$ cat src/rtl/isa_outport_pkg.sv
package isa_outport_pkg;
    parameter int ADDR_W    = 20;
    parameter int DATA_W    = 8;
    parameter int NUM_LANES = 4;
    parameter int SEL_W     = $clog2(NUM_LANES);
    parameter int BASE_W    = ADDR_W - SEL_W;
    parameter int OUT_W     = NUM_LANES * DATA_W;
    parameter int SYNC_LEN  = 2;
endpackage

$ cat src/rtl/isa_strobe_sync.sv
module isa_strobe_sync #(
    parameter int ADDR_W   = isa_outport_pkg::ADDR_W,
    parameter int DATA_W   = isa_outport_pkg::DATA_W,
    parameter int SYNC_LEN = isa_outport_pkg::SYNC_LEN
) (
    input  logic              clk,
    input  logic              rst_n,
    input  logic [ADDR_W-1:0] bus_addr,
    input  logic [DATA_W-1:0] bus_data,
    input  logic              bus_aen,
    input  logic              bus_iow_n,
    output logic              rise_o,
    output logic [ADDR_W-1:0] snap_addr_o,
    output logic [DATA_W-1:0] snap_data_o,
    output logic              snap_aen_o
);
    typedef struct packed {
        logic [SYNC_LEN-1:0] chain;
        logic                last;
        logic [ADDR_W-1:0]   addr;
        logic [DATA_W-1:0]   data;
        logic                aen;
    } sync_state_t;

    sync_state_t st_d, st_q;
    logic strobe_now;

    always_comb begin
        st_d       = st_q;
        st_d.chain = {st_q.chain[SYNC_LEN-2:0], bus_iow_n};
        strobe_now = st_q.chain[SYNC_LEN-1];
        st_d.last  = strobe_now;
        // Bus values are sampled while the first synchroniser stage shows
        // the strobe low; they are frozen once it has gone high again.
        if (!st_q.chain[0]) begin
            st_d.addr = bus_addr;
            st_d.data = bus_data;
            st_d.aen  = bus_aen;
        end
    end

    always_ff @(posedge clk or negedge rst_n) begin
        if (!rst_n) begin
            st_q       <= '0;
            st_q.chain <= '1;
            st_q.last  <= 1'b1;
        end else begin
            st_q <= st_d;
        end
    end

    assign rise_o      = strobe_now && !st_q.last;
    assign snap_addr_o = st_q.addr;
    assign snap_data_o = st_q.data;
    assign snap_aen_o  = st_q.aen;

    // the trailing-edge pulse lasts a single cycle
    p_single_pulse_r6: assert property (@(posedge clk) disable iff (!rst_n)
        rise_o |=> !rise_o);
endmodule

$ cat src/rtl/isa_addr_match.sv
module isa_addr_match #(
    parameter int ADDR_W = isa_outport_pkg::ADDR_W,
    parameter int SEL_W  = isa_outport_pkg::SEL_W,
    parameter int BASE_W = ADDR_W - SEL_W
) (
    input  logic [ADDR_W-1:0] addr,
    input  logic [BASE_W-1:0] base_sw,
    output logic              hit_o,
    output logic [SEL_W-1:0]  sel_o
);
    logic [BASE_W-1:0] bit_eq;

    for (genvar g = 0; g < BASE_W; g++) begin : g_cmp
        assign bit_eq[g] = (addr[SEL_W+g] == base_sw[g]);
    end

    always_comb begin
        hit_o = &bit_eq;
        sel_o = addr[SEL_W-1:0];
    end
endmodule

$ cat src/rtl/isa_byte_regs.sv
module isa_byte_regs #(
    parameter int DATA_W    = isa_outport_pkg::DATA_W,
    parameter int NUM_LANES = isa_outport_pkg::NUM_LANES,
    parameter int SEL_W     = $clog2(NUM_LANES),
    parameter int OUT_W     = NUM_LANES * DATA_W
) (
    input  logic                 clk,
    input  logic                 rst_n,
    input  logic                 wr_en,
    input  logic [SEL_W-1:0]     wr_sel,
    input  logic [DATA_W-1:0]    wr_data,
    input  logic [NUM_LANES-1:0] out_en,
    output logic [OUT_W-1:0]     port_q
);
    logic [NUM_LANES-1:0][DATA_W-1:0] lane_d, lane_q;
    logic [NUM_LANES-1:0]             lane_we;

    always_comb begin
        lane_d  = lane_q;
        lane_we = '0;
        for (int k = 0; k < NUM_LANES; k++) begin
            lane_we[k] = wr_en && (wr_sel == SEL_W'(k));
            if (lane_we[k]) lane_d[k] = wr_data;
        end
    end

    always_ff @(posedge clk or negedge rst_n) begin
        if (!rst_n) lane_q <= '0;
        else        lane_q <= lane_d;
    end

    for (genvar g = 0; g < NUM_LANES; g++) begin : g_gate
        assign port_q[g*DATA_W +: DATA_W] = out_en[g] ? lane_q[g] : '0;
    end

    // at most one lane is written at a time
    p_one_lane_r9: assert property (@(posedge clk) disable iff (!rst_n)
        $onehot0(lane_we));
    // without a write request the stored bytes hold
    p_hold_r4: assert property (@(posedge clk) disable iff (!rst_n)
        !wr_en |=> $stable(lane_q));
    // a request lands in the selected lane
    p_load_r2: assert property (@(posedge clk) disable iff (!rst_n)
        wr_en |=> lane_q[$past(wr_sel)] == $past(wr_data));
endmodule

$ cat src/rtl/isa_outport.sv
module isa_outport #(
    parameter int ADDR_W    = isa_outport_pkg::ADDR_W,
    parameter int DATA_W    = isa_outport_pkg::DATA_W,
    parameter int NUM_LANES = isa_outport_pkg::NUM_LANES,
    parameter int SEL_W     = $clog2(NUM_LANES),
    parameter int BASE_W    = ADDR_W - SEL_W,
    parameter int OUT_W     = NUM_LANES * DATA_W
) (
    input  logic                 clk,
    input  logic                 rst_n,
    input  logic [ADDR_W-1:0]    bus_addr,
    input  logic [DATA_W-1:0]    bus_data,
    input  logic                 bus_aen,
    input  logic                 bus_iow_n,
    input  logic [BASE_W-1:0]    base_sw,
    input  logic [NUM_LANES-1:0] out_en,
    output logic [OUT_W-1:0]     port_q
);
    typedef struct packed {
        logic              en;
        logic [SEL_W-1:0]  sel;
        logic [DATA_W-1:0] data;
    } wr_req_t;

    logic              rise;
    logic [ADDR_W-1:0] snap_addr;
    logic [DATA_W-1:0] snap_data;
    logic              snap_aen;
    logic              hit;
    logic [SEL_W-1:0]  sel;
    wr_req_t           req_d, req_q;

    isa_strobe_sync #(.ADDR_W(ADDR_W), .DATA_W(DATA_W)) u_sync (
        .clk(clk), .rst_n(rst_n),
        .bus_addr(bus_addr), .bus_data(bus_data),
        .bus_aen(bus_aen), .bus_iow_n(bus_iow_n),
        .rise_o(rise), .snap_addr_o(snap_addr),
        .snap_data_o(snap_data), .snap_aen_o(snap_aen)
    );

    isa_addr_match #(.ADDR_W(ADDR_W), .SEL_W(SEL_W), .BASE_W(BASE_W)) u_match (
        .addr(snap_addr), .base_sw(base_sw), .hit_o(hit), .sel_o(sel)
    );

    always_comb begin
        req_d.en   = rise && hit && !snap_aen;
        req_d.sel  = sel;
        req_d.data = snap_data;
    end

    always_ff @(posedge clk or negedge rst_n) begin
        if (!rst_n) req_q <= '0;
        else        req_q <= req_d;
    end

    isa_byte_regs #(.DATA_W(DATA_W), .NUM_LANES(NUM_LANES), .SEL_W(SEL_W)) u_regs (
        .clk(clk), .rst_n(rst_n),
        .wr_en(req_q.en), .wr_sel(req_q.sel), .wr_data(req_q.data),
        .out_en(out_en), .port_q(port_q)
    );

    // an edge from a DMA cycle never yields a request
    p_dma_ignored_r5: assert property (@(posedge clk) disable iff (!rst_n)
        (rise && snap_aen) |=> !req_q.en);
    // an edge whose address misses the base never yields a request
    p_miss_ignored_r3: assert property (@(posedge clk) disable iff (!rst_n)
        (rise && !hit) |=> !req_q.en);
    // requests only follow a trailing strobe edge
    p_edge_only_r6: assert property (@(posedge clk) disable iff (!rst_n)
        !rise |=> !req_q.en);
endmodule

$ cat config.mk
export PLATFORM = sky130hd
export DESIGN_NAME = isa_outport
export DESIGN_NICKNAME = d
export VERILOG_FILES = /design/src/rtl/isa_outport_pkg.sv /design/src/rtl/isa_strobe_sync.sv /design/src/rtl/isa_addr_match.sv /design/src/rtl/isa_byte_regs.sv /design/src/rtl/isa_outport.sv
export SDC_FILE = /design/constraint.sdc
export NUM_CORES = 1
export LEC_CHECK = 0
export BUFFER_PORTS_ARGS = -buffer_cell sky130_fd_sc_hd__buf_2
export CORE_MARGIN = 2
export CORE_UTILIZATION = 35
export DETAILED_ROUTE_END_ITERATION = 8
export PLACE_DENSITY = 0.54
export RECOVER_POWER = 50
export SETUP_SLACK_MARGIN = 0.2
export SYNTH_ARGS = -nofsm -noshare
export SYNTH_HDL_FRONTEND = slang
export SYNTH_SLANG_ARGS = --single-unit
$ cat constraint.sdc
create_clock -name clk -period 1.83 [get_ports clk]
set_input_delay 0.183 -clock clk [delete_from_list [all_inputs] [get_ports clk]]
set_output_delay 0.183 -clock clk [all_outputs]
set_load 0.05 [all_outputs]
Word level (Yosys, flattened, before mapping)
Cells that the tools add are included.
{"block": "classes", "n_reduce_logical": 11, "eq_ne": 21, "n_mux": 4}
{"cell": "$mux W8", "count": 4}
{"cell": "$eq A1 B1 Y1", "count": 18}
{"cell": "$reduce_and A18 Y1", "count": 1}
{"cell": "$logic_and A1 B1 Y1", "count": 7}
{"cell": "$eq A2 B2 Y1 const B", "count": 2}
{"cell": "$eq A2 B1 Y1 const B", "count": 1}
{"cell": "$logic_not A1 Y1", "count": 2}
{"cell": "$logic_not A2 Y1", "count": 1}
{"block": "word_totals", "wordCells": 48, "regBits": 75, "in_bits": 54, "output_inout_bits": 32}

Logic depth before layout (Yosys ltp)
Gate-level depths: netlist of run 1.
{"block": "logic_depth", "ltp_word": 4, "depth_mapped": 4, "depth_no_buf": 4}

Hierarchy
A second synthesis of run 1 with hierarchy kept.
{"block": "unflattened", "hier_cells": 231, "area_unflattened_um2": 3324.4}
{"mod": "isa_byte_regs", "area_per_inst_um2": 1412.6, "instances": 1, "cells_each": 100}
{"mod": "isa_strobe_sync", "area_per_inst_um2": 1412.6, "instances": 1, "cells_each": 93}
{"mod": "isa_outport", "area_per_inst_um2": 284.0, "instances": 1, "cells_each": 12}
{"mod": "isa_addr_match", "area_per_inst_um2": 215.2, "instances": 1, "cells_each": 26}

Least setup slack after synthesis of run 1
OpenSTA, ideal clock, no wires.
{"block": "synth_timing", "path_type": "register to register", "startpoint": "register u_sync.st_q, in the netlist u_sync.st_d[31]", "endpoint": "register u_sync.st_q, in the netlist u_sync.snap_addr_o[19]", "path_slack_ns": 0.428, "arrival_ns": 1.278, "required_time_ns": 1.705, "setup_time_ns": 0.125, "n_path_buf": 2, "path_stages_with_launch": 4, "period_less_slack_ns": 1.402, "cell_sequence": "dfstp_2 > buf_2 > buf_2 > mux2_2"}
{"item": "from (decl)", "line": "isa_strobe_sync.sv:25", "source": "sync_state_t st_d, st_q;"}
{"item": "from (signal assigned)", "line": "isa_strobe_sync.sv:48", "source": "st_q <= st_d;"}
No word-level cell between the ends.

==> results of run 1 <==
-- timing repair --
action                                 CTS  global route
setup buffers                            0             0
hold buffers                             2             0
endpoints found under the hold margin   26             0
-- kinds of logic after synthesis --
logic type / Yosys count / share of synthesized area
xor gates and xnor gates: 18 / 0.0518
buffers and inverters: 3 / 0.00493
and+or+nand+nor: 43 / 0.0995
muxes: 61 / 0.226
DFF: 75 / 0.618
-- power breakdown --
group          leakage [nW]  internal [W]  switching (W)
Clock                0.0900      0.000501       0.000632
Sequential            0.947       0.00175      0.0000742
Combinational         0.887      0.000146       0.000104
-- cell type report --
class | instances | area share
Tap cell | 108 | 0.0354
Clock inverter | 7 | 0.0138
Timing Repair Buffer | 90 | 0.126
Multi-Input combinational cell | 122 | 0.299
Sequential cell | 75 | 0.493
Clock buffer | 9 | 0.0325
-- how the worst max path moves through the flow --
stage,from,to,slack (ns),cells past startpoint
6_report,u_sync.snap_addr_o[5]$_DFFE_PN0N_,req_q[10]$_DFF_PN0_,0.43,4
5_1_grt,u_sync.snap_addr_o[5]$_DFFE_PN0N_,req_q[10]$_DFF_PN0_,0.26,4
4_1_cts,u_sync.snap_addr_o[5]$_DFFE_PN0N_,req_q[10]$_DFF_PN0_,0.36,4
3_5_place_dp,u_sync.snap_addr_o[5]$_DFFE_PN0N_,req_q[10]$_DFF_PN0_,0.38,4
3_3_place_gp,u_sync.snap_addr_o[5]$_DFFE_PN0N_,req_q[10]$_DFF_PN0_,0.45,4
2_1_floorplan,u_sync.st_d[31]$_DFF_PN1_,u_sync.snap_addr_o[19]$_DFFE_PN0N_,0.43,3
-- synthesized netlist by cell type --
cell      instances  area share
nand3b_2          2      0.0074
xor2_1            5       0.014
dfstp_2           3       0.026
nor4_1            1      0.0021
mux2_2           61        0.23
dfrtp_1          72        0.59
nand3_1           1      0.0016
nor3b_4           1      0.0062
buf_2             3      0.0049
and2_1           32       0.066
nand4_1           3      0.0062
xnor2_1          13       0.037
nand3_2           1      0.0033
nor4b_1           1      0.0029
nor4_2            1      0.0041
-- metrics by stage --
| step | utilization | cell area, um2 | hold slack [ns] | std cells |
|---|---|---|---|---|
| floorplan | - | 3040 | -0.113 | 200 |
| detailed placement | 0.422 | 3630 | 0.141 | 393 |
| finish | 0.444 | 3810 | 0.0682 | 411 |
| global route | 0.444 | 3810 | 0.0465 | 411 |
| CTS | 0.445 | 3820 | 0.0468 | 411 |
| global placement | 0.422 | 3630 | 0.143 | 393 |
-- critical path, stage by stage, from the launching register on --
cell     delay (ns)
dfrtp_1        0.39
xor2_1         0.15
nor4b_1        0.29
nand4_1        0.17
nor4_2         0.30
-- state kept, by name, summed over array words and instances (netlist names) --
register,count
u_sync.snap_data_o,8
u_sync.st_q,1
u_regs.lane_q,32
req_q,11
u_sync.snap_addr_o,20
u_sync.st_d,2
u_sync.snap_aen_o,1
-- layer usage --
metal / vias up / global-route usage / routed length, um
li1: 889 / - / -
met1: 880 / 0.165 / 2690
met2: 73 / 0.192 / 2510
met3: 3 / 0.0554 / 439
met4: 0 / 0.0353 / 22
met5: - / 0 / 0
==> run summary, run 1 <==
Critical path class = flip-flop to flip-flop
Max cap viols = 0
Clock sink total = 75
Final Critical Period = 1.40 ns
Area of the multi-input gates = 1140 um2
Std-Cell Rows = 34
Die area = 9460 um2
Vias in the first global route = 1896
Synth Instances = 200
Startpoint types = flip-flop
Slew headroom = 0.482
I/O Pins = 86
Routed wire per std cell = 13.8 um
P&R area growth vs syn = 25.4%
Die width = 97.2 um
Status = finished clean
Clock Tree Buf Depth = 2
Hold path start = bus_addr[6]
Worst R2R Setup Slack = 0.43 ns
Worst-margin pin slew = 0.776 ns
Filler instances = 834
Pin count of the biggest net entering global routing = 48
Commonest non-fill, non-tap cells in the layout = buf_2, dfrtp_1, mux2_2
First drt pass iteration count = 2
Cell Area, Synth = 3040 um2
Detailed Place HPWL = 4.14 mm
Final Hold Viols = 0
FF-to-FF Start = u_sync.snap_addr_o[5]$_DFFE_PN0N_
Most common cell after layout, fill and taps aside = buf_2
Overall power = 0.00321 W
Drt total wl = 5.66 mm
# resized after CTS = 0
Syn. warnings = 0
Clk pin slew, worst setup/hold paths = 0.08 ns
Initial antenna violation count = 0
Area of the core = 8590 um2
CP required = 2.08 ns
Total vias in the final route = 1845
1st-iter DRT viols = 61
Seq/Total Area, Yosys = 0.618
Final worst slack = 0.433 ns
Leakage = 1.92 nW
Period Utilization, post-route = 0.763
RSZ-0062 raised after global routing = false
Worst slack at placement = 0.377 ns
Total GRT Usage = 0.126
Die span in y = 97.2 um
Reg-to-Reg End = req_q[10]$_DFF_PN0_
CTS Root Cell = clkbuf_8
First-pass GRT wire length = 9.37 mm
Hold Path Cell Cnt = 2
Via density = 4.49
Setup-failing EPs final = 0
Crit path arrival time = 1.64 ns
Layout Nets = 352
Setup TNS = 0 ns
Pwr dens = 840 nW/um2
Net count after synthesis = 254
Share of layout cells above drive strength 1 = 0.568
Routed Antenna Nets = 0
Reg2reg path depth = 4
CTS tree = built
CTS Buf Count = 9
Crit path max fanout = 2
Netlist cell types = 15
Clock Skews = 0.0122 ns
Register area = 1880 um2
Post-route DRC = 0
IO Port Bufs = 85
Clock Latency Late Sink = 0.35 ns
Min-Delay Endpoint = u_sync.snap_addr_o[6]$_DFFE_PN0N_
Starting Density = 0.354
Yosys reg bits = 75
Peak supply drop = 482 uV
Syn Area/Cell = 15.2 um2
Global route overflow = 0
Critical path capture point type = flip-flop
Htree depth = 3
Fmax = 716 MHz
Hold Path Class = input pin to flip-flop
Max-slew violations = 0
Final GP Congestion = 0.702
# diodes = 0
Power figures use the tool's default switching activity.
==> inputs of run 2 (changes only) <==
--- a/config.mk
+++ b/config.mk
@@ -5,11 +5,12 @@
 export SDC_FILE = /design/constraint.sdc
 export NUM_CORES = 1
 export LEC_CHECK = 0
+export ABC_AREA = 1
 export BUFFER_PORTS_ARGS = -buffer_cell sky130_fd_sc_hd__buf_2
 export CORE_MARGIN = 2
 export CORE_UTILIZATION = 35
 export DETAILED_ROUTE_END_ITERATION = 8
-export PLACE_DENSITY = 0.54
+export PLACE_DENSITY = 0.56
 export RECOVER_POWER = 50
 export SETUP_SLACK_MARGIN = 0.2
 export SYNTH_ARGS = -nofsm -noshare
==> constraint.sdc (replaced) <==
create_clock -name clk -period 1.2 [get_ports clk]
set_input_delay 0.12 -clock clk [delete_from_list [all_inputs] [get_ports clk]]
set_output_delay 0.12 -clock clk [all_outputs]
set_load 0.05 [all_outputs]
==> run summary, run 2 <==
Yosys reg bits = 75
First drt pass iteration count = 4
Clock sink total = 75
Comb pwr share = 0.129
Largest Register = u_regs.lane_q
Seq/Total Area, Yosys = 0.579
CP top delay family = flip-flops
Final core occ = 0.557
Most used DFF post-synth = dfrtp_1
Die width = 100 um
Final worst slack = -0.00751 ns
Period Utilization, post-route = 1.01
Crit path arrival time = 1.44 ns
Total vias in the final route = 2633
Syn Area/Cell = 9.81 um2
Pin count of the biggest net entering global routing = 30
Worst R2R Setup Slack = -0.008 ns
Setup-failing EPs final = 6
Reg-to-Reg End = u_sync.snap_addr_o[9]$_DFFE_PN0N_
CTS Buf Count = 9
Std-Cell Rows = 35
Layout Nets = 539
Share of layout cells above drive strength 1 = 0.480
Global route overflow = 0
Worst path slowest cell = dfstp_2
NetSw = 0.00134 W
EDFF count, synth = 0
Detailed Place HPWL = 4.70 mm
Synth Instances = 331
Max-slew violations = 0
Synth area leaders = dfrtp_1, nand2_1, mux2_2, inv_1, o21ai_2
Overall power = 0.00533 W
Final Hold Viols = 0
CP cell instances = clkbuf_16 > mux2_4
Post-synth top area cell = dfrtp_1
Net Sw Frac = 0.252
First-pass GRT wire length = 12.0 mm
Drt total wl = 7.62 mm
Flop pwr share = 0.516
Setup crit start = u_sync.st_d[31]$_DFF_PN1_
RSZ-0062 raised after global routing = true
Worst slack at placement = 0.00858 ns
Die area = 10100 um2
Net count after synthesis = 385
Netlist cell types = 20
Slew headroom = 0.591
Die span in y = 100 um
I/O Pins = 86
Hold Path Class = input pin to flip-flop
Hold Path Cell Cnt = 2
IO Port Bufs = 85
Commonest cells in the netlist = nand2_1, dfrtp_1, inv_1, mux2_2, o21ai_2
Critical path capture point type = flip-flop
Asr flop ratio synth = 1.00
Fraction of power consumed by the clock network = 0.355
Routed Antenna Nets = 0
Status = finished, violations left
Int Pwr = 0.00398 W
Crit path max fanout = 7
Final Critical Period = 1.21 ns
CTS tree = built
Commonest non-fill, non-tap cells in the layout = nand2_1, dfrtp_1, buf_2
FF-to-FF Start = u_sync.st_d[31]$_DFF_PN1_
Via density = 4.38
P&R area growth vs syn = 56.4%
Initial antenna violation count = 0
Post-route DRC = 0
CTS Root Cell = clkbuf_8
Pwr dens = 1050 nW/um2
Hold path start = bus_addr[17]
Max cap viols = 0
Leakage = 2.74 nW
CP required = 1.43 ns
Critical path class = flip-flop to flip-flop
Vias in the first global route = 2491
Htree depth = 3
Cell Area, Synth = 3250 um2
Startpoint types = flip-flop
Filler instances = 808
Clock Skews = 0.00704 ns
Peak supply drop = 704 uV
Register area = 1880 um2
1st-iter DRT viols = 72
Routed wire per std cell = 12.7 um
Failing checks = negative setup slack
Area of the multi-input gates = 1340 um2
Clk pin slew, worst setup/hold paths = 0.08 ns
Bufs and invs on worst path = 1
Fmax = 828 MHz
Total GRT Usage = 0.153
Clock Latency Late Sink = 0.34 ns
Synth top area share = 0.555
Slowest stage delay, CP = 0.62 ns
Starting Density = 0.356
# diodes = 0
Syn. warnings = 0
Clock Tree Buf Depth = 2
Max reg flops = 32
Top-count cell post-synth = nand2_1
Final GP Congestion = 0.727
Reg2reg path depth = 2
Min-Delay Endpoint = u_sync.snap_addr_o[17]$_DFFE_PN0N_
Area of the core = 9110 um2
Worst-margin pin slew = 0.614 ns
## run 2: changes by cell type after synthesis, moves of 8 or more
cell / previous run / this run
and2_1: 32 / 0
inv_1: 0 / 56
mux2_2: 61 / 22
nand2_1: 0 / 95
nor2_1: 0 / 14
o21ai_0: 0 / 8
o21ai_1: 0 / 8
o21ai_2: 0 / 16
## run 2: how the worst max path moves through the flow
stage	end	cells past startpoint
after floorplan	u_sync.snap_addr_o[10]$_DFFE_PN0N_	3
after CTS	u_sync.snap_addr_o[7]$_DFFE_PN0N_	2
after global placement	u_sync.snap_addr_o[7]$_DFFE_PN0N_	2
after detailed placement	u_sync.snap_addr_o[7]$_DFFE_PN0N_	2
after global routing	u_sync.snap_addr_o[9]$_DFFE_PN0N_	2
final	u_sync.snap_addr_o[9]$_DFFE_PN0N_	2
## run 2: area by class of cell
| class | count | area share |
|---|---|---|
| Timing Repair Buffer | 151 | 0.258 |
| Clock buffer | 9 | 0.0244 |
| Inverter | 56 | 0.0419 |
| Multi-Input combinational cell | 192 | 0.264 |
| Clock inverter | 7 | 0.0136 |
| Tap cell | 111 | 0.0274 |
| Sequential cell | 75 | 0.371 |
## run 2: power groups by stage
stage / Clock, W / Sequential [W] / Combinational, W
after global routing: 0.00206 / 0.00276 / 0.000755
final: 0.00189 / 0.00275 / 0.000688
after CTS: 0.00197 / 0.00274 / 0.000643
after global placement: 0 / 0.00279 / 0.000527
after floorplan: 0 / 0.00277 / 0.000318
after detailed placement: 0 / 0.00279 / 0.000535
## run 2: cells by family (layout without fill, tap and decap cells)
group,count (synthesis),in the layout,share of synthesized area
and+or+nand+nor,116,120,0.141
AOI/OAI and AO/OA,39,39,0.0786
DFF,75,75,0.579
muxes,22,22,0.0763
xor gates and xnor gates,11,11,0.0297
buffers and inverters,68,223,0.0952
## run 2: layer usage
| metal | part of all wire | track usage | vias up |
|---|---|---|---|
| li1 | - | - | 1321 |
| met2 | 0.48 | 0.240 | 87 |
| met4 | 0.0084 | 0.0411 | 0 |
| met1 | 0.46 | 0.206 | 1219 |
| met3 | 0.055 | 0.0460 | 6 |
| met5 | 0 | 0 | - |
## run 2: what timing repair did
action / in CTS / in global routing
resized for setup: 89 / 55
gates cloned: 4 / 1
endpoints found under the hold margin: 94 / 3
endpoints found under the setup margin: 95 / 95
pin swaps: 15 / 22
hold buffers: 20 / 3
setup buffers: 19 / 18
## run 2: through the flow
stage / area (um2) / instances / TNS [ns] / hold slack, ns
after floorplan: 3310 / 331 / -0.142 / -0.176
after global placement: 3860 / 520 / 0 / 0.0515
after detailed placement: 3860 / 520 / 0 / 0.0520
after CTS: 4750 / 579 / -0.00487 / 0.000555
after global routing: 5080 / 601 / -0.440 / 0.00967
final: 5080 / 601 / -0.0206 / 0.0176
